==> config.mk <==
export PLATFORM = sky130hd
export DESIGN_NAME = man2_encoder
export DESIGN_NICKNAME = d
export VERILOG_FILES = /design/src/rtl/man2_enc_pkg.sv /design/src/rtl/man2_enc_prescaler.sv /design/src/rtl/man2_enc_sequencer.sv /design/src/rtl/man2_enc_former.sv /design/src/rtl/man2_encoder.sv
export SDC_FILE = /design/constraint.sdc
export NUM_CORES = 1
export LEC_CHECK = 0
export CORE_AREA = 2 2 39 41
export CTS_CLUSTER_DIAMETER = 60
export DETAILED_ROUTE_END_ITERATION = 10
export DIE_AREA = 0 0 41 43
export PLACE_DENSITY = 0.81
export RECOVER_POWER = 100
export SLEW_MARGIN = 10
export SYNTH_ARGS = -nofsm -noshare
export SYNTH_HDL_FRONTEND = slang
export SYNTH_HIERARCHICAL = 1
export SYNTH_SLANG_ARGS = --single-unit
==> constraint.sdc <==
create_clock -name clk -period 3.3 [get_ports clk]
set_clock_uncertainty 0.1 [all_clocks]
set_input_delay 0.495 -clock clk [delete_from_list [all_inputs] [get_ports clk]]
set_output_delay 0.495 -clock clk [all_outputs]
set_load 0.005 [all_outputs]
==> src/rtl/man2_enc_pkg.sv <==
`timescale 1ns/1ps
package man2_enc_pkg;
  localparam int DATA_W      = 16;
  localparam int SYNC_HALVES = 6;
  localparam int HALVES      = SYNC_HALVES + 2 * DATA_W + 2;
  localparam int HB_W        = $clog2(HALVES);
  localparam int REQ_FIRST   = SYNC_HALVES - 2;
  localparam int REQ_LAST    = SYNC_HALVES + 2 * DATA_W - 3;
  localparam int PAR_FIRST   = SYNC_HALVES + 2 * DATA_W;

  typedef enum logic [1:0] {SEG_SYNC, SEG_DATA, SEG_PAR} seg_e;

  typedef struct packed {
    logic            active;
    logic [HB_W-1:0] hb;
    logic            cmd;
    logic            cur_bit;
    logic            par;
  } seq_state_t;
endpackage

==> src/rtl/man2_enc_prescaler.sv <==
`timescale 1ns/1ps
module man2_enc_prescaler #(
  parameter bit USE_DIV = 1'b0,
  parameter int RATIO   = 6
) (
  input  logic clk,
  input  logic rst_n,
  output logic tick
);
  localparam int CW = (RATIO > 1) ? $clog2(RATIO) : 1;

  generate
    if (USE_DIV) begin : g_div
      logic [CW-1:0] cnt;
      always_ff @(posedge clk) begin
        if (!rst_n) cnt <= '0;
        else if (cnt == CW'(RATIO - 1)) cnt <= '0;
        else cnt <= cnt + 1'b1;
      end
      assign tick = (cnt == CW'(RATIO - 1));
    end else begin : g_pass
      assign tick = 1'b1;
    end
  endgenerate
endmodule

==> src/rtl/man2_enc_sequencer.sv <==
`timescale 1ns/1ps
module man2_enc_sequencer
  import man2_enc_pkg::*;
(
  input  logic       clk,
  input  logic       rst_n,
  input  logic       tick,
  input  logic       mreset,
  input  logic       enable,
  input  logic       sync_sel,
  input  logic       bit_in,
  output seq_state_t st,
  output logic       data_req
);
  logic in_win, cap, last;

  assign in_win   = st.active && (st.hb >= HB_W'(REQ_FIRST)) && (st.hb <= HB_W'(REQ_LAST));
  assign cap      = in_win && st.hb[0];
  assign last     = st.hb == HB_W'(HALVES - 1);
  assign data_req = in_win;

  always_ff @(posedge clk) begin
    if (!rst_n) begin
      st <= '0;
    end else if (tick) begin
      if (mreset) begin
        st.active <= 1'b0;
        st.hb     <= '0;
      end else if (!st.active || last) begin
        st.hb <= '0;
        if (enable) begin
          st.active <= 1'b1;
          st.cmd    <= sync_sel;
          st.par    <= 1'b1;
        end else begin
          st.active <= 1'b0;
        end
      end else begin
        st.hb <= st.hb + 1'b1;
        if (cap) begin
          st.cur_bit <= bit_in;
          st.par     <= st.par ^ bit_in;
        end
      end
    end
  end
endmodule

==> src/rtl/man2_enc_former.sv <==
`timescale 1ns/1ps
module man2_enc_former
  import man2_enc_pkg::*;
(
  input  seq_state_t st,
  input  logic       inhibit_n,
  output logic       line_pos,
  output logic       line_neg
);
  seg_e seg;
  logic level;

  always_comb begin
    if (st.hb < HB_W'(SYNC_HALVES))    seg = SEG_SYNC;
    else if (st.hb < HB_W'(PAR_FIRST)) seg = SEG_DATA;
    else                               seg = SEG_PAR;
  end

  always_comb begin
    unique case (seg)
      SEG_SYNC: level = (st.hb < HB_W'(SYNC_HALVES / 2)) ? st.cmd : ~st.cmd;
      SEG_DATA: level = st.cur_bit ^ st.hb[0];
      default:  level = st.par ^ st.hb[0];
    endcase
  end

  always_comb begin
    if (!inhibit_n) begin
      line_pos = 1'b1;
      line_neg = 1'b1;
    end else if (st.active) begin
      line_pos = level;
      line_neg = ~level;
    end else begin
      line_pos = 1'b0;
      line_neg = 1'b0;
    end
  end
endmodule

==> src/rtl/man2_encoder.sv <==
`timescale 1ns/1ps
module man2_encoder
  import man2_enc_pkg::*;
#(
  parameter bit USE_DIV6  = 1'b0,
  parameter int DIV_RATIO = 6
) (
  input  logic clk,
  input  logic rst_n,
  input  logic mreset,
  input  logic enable,
  input  logic sync_sel,
  input  logic bit_in,
  input  logic inhibit_n,
  output logic data_req,
  output logic line_pos,
  output logic line_neg
);
  logic       tick;
  seq_state_t st;
  logic       active;

  assign active = st.active;

  man2_enc_prescaler #(.USE_DIV(USE_DIV6), .RATIO(DIV_RATIO)) u_pre (
    .clk(clk), .rst_n(rst_n), .tick(tick)
  );

  man2_enc_sequencer u_seq (
    .clk(clk), .rst_n(rst_n), .tick(tick), .mreset(mreset), .enable(enable),
    .sync_sel(sync_sel), .bit_in(bit_in), .st(st), .data_req(data_req)
  );

  man2_enc_former u_form (
    .st(st), .inhibit_n(inhibit_n), .line_pos(line_pos), .line_neg(line_neg)
  );
endmodule

==> results of run 1 <==
## per-layer routing
layer | track usage [%] | wire length (µm)
met1 | 21.04 | 594
met2 | 26.56 | 544
met3 | 4.188 | 30
met4 | 6.667 | 19
met5 | 0 | 0
## cell usage after synthesis (all sizes together), types with 2 or more instances
cell type / n
o31ai: 2
nand3: 2
nor2: 10
a21oi: 3
nand4: 3
xnor2: 3
dfxtp: 10
ha: 3
buf: 2
inv: 7
nor3: 2
xor2: 5
nand2: 5
o32a: 2
o21ai: 8
## through the flow
| step | area (µm²) | cells | total power, W | worst slack [ns] |
|---|---|---|---|---|
| final | 772.0 | 107 | 0.0002331 | 0.4985 |
| after global routing | 772.0 | 107 | 0.0002420 | 0.2869 |
| after CTS | 784.5 | 107 | 0.0002367 | 0.6690 |
| after detailed placement | 762.0 | 104 | 0.0001553 | 0.9213 |
| after global placement | 762.0 | 104 | 0.0001544 | 0.9457 |
| after floorplan | 664.4 | 81 | 0.0001417 | 1.514 |
## report_power, final
group	switching [W]	internal, W
sequential	0.00000246	0.000122
clock	0.0000396	0.0000421
combinational	0.0000121	0.0000145
total	0.0000541	0.000179
## final timing paths
path,to,startpoint,depth (start not counted)
worst max-delay path,data_req,u_seq/st[3],6
worst min-delay path,u_seq/st[1],u_seq/st[1],2
worst max register to register,u_seq/st[0],u_seq/st[3],6
worst min register to register,u_seq/st[1],u_seq/st[1],2
## cells by family (layout without fill, tap and decap cells)
family | count (synthesis) | in the layout | synth area share (%)
and+or+nand+nor | 30 | 30 | 24.49
AOI/OAI and AO/OA | 19 | 19 | 20.15
DFF | 10 | 10 | 30.13
buffers and inverters | 9 | 19 | 5.837
xor gates and xnor gates | 8 | 8 | 11.68
adders and majority gates | 3 | 3 | 5.650
other | 1 | 1 | 0.5644
muxes | 1 | 1 | 1.507
## worst register-to-register path, cell delays in order, from the launching register on
cell and delay [ns]:
dfxtp_1 0.52, ha_1 0.22, inv_1 0.06, o21ai_0 0.54, a31oi_1 0.18, o21ai_0 0.10
nor3b_1 0.20
## cell type report
cell class	count	area share [%]
flip-flops and latches	10	25.93
repair buffers	9	11.67
multi-input cells	62	53.48
clock buffers	3	2.917
inverters	7	3.404
well taps	16	2.593
==> results.cfg, run 1 <==
[finish]
top_register = u_seq/st
layout-drive-gt1-share_pct = 6.593
finalNetCount = 103
fillers = 135
seqCellArea_um2 = 200.2
largest_reg_flops = 10
reg_top3 = u_seq/st (10)
area_growth_syn_to_layout_pct = 16.20
n_antenna_cell = 0
utilization_pct = 55.79
multi_input_area_um2 = 412.9
most-common-layout-cells = nor2_1, dfxtp_1, clkdlybuf4s50_1, inv_1, o21ai_0

[route]
drt_iter0_drc = 12
drcViolationCount = 0
drtAntennaViolNets = 0
dr.pass1.iters = 4
routed_wirelength_mm = 1.189
via_per_inst = 5.271
wl_per_cell_um = 11.11
num_vias = 564

[clock_tree]
cts_tree = built
clock_path_buffers = 2
ctsResizeCount = 0
clk-insertion-delay-late_ns = 0.26
cts_made_buffers = 3
post_cts_buffers = 0
h-tree-depth = 1
numClockSinks = 10
cts_root_buf = clkbuf_4
path_clk_slew_ns = 0.06
ctsHoldBuffers = 0

[timing]
setup_violations = 0
rsz0062_at_grt = false
whs_ns = 0.4151
max_slew.worst_pin.slew_ns = 0.6542
setup_tns_ns = 0
layout_min_cycle_time_ns = 2.802
slew_viol_final = 0
fmax_ghz = 0.3569
hold_viol = 0
relSlewSlack_pct = 55.93
fin_crit_sh_pct = 84.90

[power_and_ir_drop]
p_leak_nw = 0.3026
ir_worst_vdd_uv = 209.3
p_per_area_nw_per_um2 = 302.0

[die]
ios = 10
fp.dieW_um = 41
core_um2 = 1384
die-area_um2 = 1763
num_rows = 14
die_y_um = 43
initial_core_util_pct = 48.01

[worst_setup_path]
cp_max_fo = 9
crit_slowest_cell = dfxtp_1
path_cells = ha_1 -> inv_1 -> o211a_1 -> o21ai_0 -> inv_1 -> clkdlybuf4s50_1
worst_path_largest_cell_delay_ns = 0.52
worstSetupPathType = flip-flop to output pin
required_ns = 2.70
path_common_cell = inv_1
critPathTopFamily = compound AO/OA/AOI/OAI gates
r2r_setup_slack_ns = 1.29
critPathLaunchType = flip-flop
critPathCaptureType = output pin
arrival_ns = 2.21
worst-path-buf-inv = 3

[logic_synthesis]
synth_fp_nets = 91
synth.largest_area_cell = dfxtp_1
synth_flop_cell = dfxtp_1
yosysTopAreaCellShare_pct = 30.13
ys_seq_elements = 10
synth_async_sr_flop_share_pct = 0
syn_area_um2 = 664.4
synth_seq_area_share_pct = 30.13
syn_avg_cell_area_um2 = 8.202
ys_top_cells_by_area = dfxtp_1, xor2_1, ha_1
syn_inst = 81
synth_edf_count = 0
ys.warnings.count = 6
yosysUniqueCellTypes = 37

[placed_design]
dpl.hpwl_um = 956.5
io_buffers = 9
gp_congestion = 0.7978

[min_path]
hold_path.class = flip-flop to flip-flop

[global_routing]
grt_use_total_pct = 16.90
grt_pass1_wl_mm = 2.083
antenna_found_initial = 0
grt_pass1_vias = 518
grt_start_max_net_pins = 10
overflow = 0

[run]
drv_cap = 0

[run_status]
outcome = finished, final reports clean
No activity file was read; power rests on OpenSTA's default activity.
==> run 2, diff against run 1 <==
- CORE_AREA: 2 2 39 41 -> unset
- CORE_UTILIZATION: unset -> 51
- DIE_AREA: 0 0 41 43 -> unset
- PLACE_DENSITY: 0.81 -> 0.82
- clock period: 3.3 -> 2.75 ns (I/O delays scaled with it)
==> results.cfg, run 2 (synthesized netlist as in run 1, its figures left out) <==
[worst_setup_path]
r2r_cells = 5
critPathCaptureType = output pin
crit_slowest_cell = dlygate4sd3_1
worst-path-buf-inv = 1
worst_path_largest_cell_delay_ns = 0.59
worstSetupPathType = flip-flop to output pin
critPathTopFamily = compound AO/OA/AOI/OAI gates
critPathLaunchType = flip-flop
r2r-end = u_seq/st[0]
arrival_ns = 2.04
required_ns = 2.24
r2r_setup_slack_ns = 0.78
path_cells = a211o_1 -> xnor2_2 -> o21ai_0 -> o31ai_1 -> dlygate4sd3_1
cp_max_fo = 6
r2r_start = u_seq/st[8]

[placed_design]
io_buffers = 9
dpl.hpwl_um = 994.9
gp_congestion = 0.7594

[timing]
max_slew.worst_pin.slew_ns = 0.7075
layout_min_cycle_time_ns = 2.552
slew_viol_final = 0
hold_viol = 0
fmax_ghz = 0.3919
rsz0062_at_grt = false
setup_violations = 0
setup_tns_ns = 0
fin_crit_sh_pct = 92.79
relSlewSlack_pct = 52.34

[power_and_ir_drop]
intPower_w = 0.0002449
p_leak_nw = 0.3093
p_per_area_nw_per_um2 = 402.1
p_comb_share_pct = 10.5
ir_worst_vdd_uv = 251.9
swShare_pct = 22.87
p_sw_w = 0.00007259
clkPwrFrac_pct = 42.3
seqPwrFrac_pct = 47.2

[die]
die_y_um = 38.10
fp.dieW_um = 38.10
initial_core_util_pct = 57.47
num_rows = 12
core_um2 = 1156
die-area_um2 = 1451
ios = 10

[run]
drv_cap = 0

[finish]
top_register = u_seq/st
utilization_pct = 68.29
n_antenna_cell = 0
layout-drive-gt1-share_pct = 10.87
most-common-layout-cells = nor2_1, dfxtp_1, clkdlybuf4s50_1
finalNetCount = 103
layout_commonest_cell = nor2_1
reg_top3 = u_seq/st (10)
largest_reg_flops = 10
area_growth_syn_to_layout_pct = 18.83

[route]
dr.pass1.iters = 4
routed_wirelength_mm = 1.413
drtAntennaViolNets = 0
num_vias = 609
drt_iter0_drc = 16
drcViolationCount = 0
wl_per_cell_um = 13.33
via_per_inst = 5.745

[clock_tree]
numClockSinks = 10
path_clk_slew_ns = 0.07
ctsHoldBuffers = 0
cts_made_buffers = 3
clock_path_buffers = 2
cts_tree = built
clk-insertion-delay-late_ns = 0.27
h-tree-depth = 1
cts_root_buf = clkbuf_4

[global_routing]
overflow = 0
grt_pass1_wl_mm = 2.401
antenna_found_initial = 0
grt_pass1_vias = 547
grt_use_total_pct = 24.48
grt_start_max_net_pins = 10

[min_path]
min_path_cells = 2
hp-start = u_seq/st[2]
hold_path.class = flip-flop to flip-flop
hold_end = u_seq/st[2]

[run_status]
outcome = finished, final reports clean
-- run 2: changes by cell type in the layout (fill, tap and decap cells not counted), sizes merged --
| cell | previous run | this run |
|---|---|---|
| clkbuf | 3 | 4 |
-- run 2: how the worst max path moves through the flow --
| stage | from | cells past startpoint | endpoint | slack (ns) |
|---|---|---|---|---|
| 6_report | u_seq/st[4] | 5 | line_neg | 0.20 |
| 5_1_grt | u_seq/st[4] | 5 | line_neg | 0.07 |
| 4_1_cts | u_seq/st[3] | 5 | line_pos | 0.14 |
| 3_5_place_dp | u_seq/st[3] | 5 | line_pos | 0.45 |
| 3_3_place_gp | inhibit_n | 4 | line_pos | 0.54 |
| 2_1_floorplan | u_seq/st[4] | 3 | line_pos | 1.05 |
-- run 2: tightest hold or removal path, cell delays in order (launching register included) --
cell,delay [ns]
dfxtp_1,0.35
mux2i_1,0.08
nor2_1,0.07
-- run 2: what timing repair did --
action	4_1_cts	5_1_grt
hold endpoints to repair	0	0
resized for setup	0	1
setup endpoints to repair	0	1
buffers inserted	0	0
-- run 2: routing by layer --
metal  share of wire (%)  vias up  track usage, %
met4                 2.1        0           16.07
met3                 5.0        4           5.814
li1                    -      306               -
met1                  48      280           32.13
met2                  45       19           35.17
met5                   0        -               0
-- run 2: area by class of cell --
type | instances | area [µm²]
Multi-Input combinational cell | 62 | 417.9
Clock buffer | 4 | 36.28
Timing Repair Buffer | 9 | 90.09
Tap cell | 14 | 17.52
Inverter | 7 | 26.28
Fill cell | 99 | 366.6
Sequential cell | 10 | 201.4
-- run 2: power groups by stage --
stage	Combinational, W	Sequential [W]	Clock, W
after floorplan	0.0000175	0.000153	0
after CTS	0.0000337	0.000150	0.000140
final	0.0000334	0.000150	0.000134
after global placement	0.0000326	0.000153	0
after detailed placement	0.0000329	0.000153	0
after global routing	0.0000370	0.000150	0.000146
-- run 2: metrics by stage --
stage	setup slack [ns]	hold WS, ns	total power (W)	std cells	instance area, µm²
6_report	0.1984	0.4378	0.0003175	106	789.5
5_1_grt	0.06892	0.4652	0.0003329	106	789.5
4_1_cts	0.1365	0.4457	0.0003238	106	795.8
3_5_place_dp	0.4475	0.4353	0.0001862	102	759.5
3_3_place_gp	0.5352	0.4162	0.0001860	102	759.5
2_1_floorplan	1.047	0.3840	0.0001701	81	664.4
==> run 3, diff against run 2 <==
- GPL_TIMING_DRIVEN: unset -> 1
==> results of run 3 <==
Same layout as run 2: the final DEF is identical, and so are final timing and power.
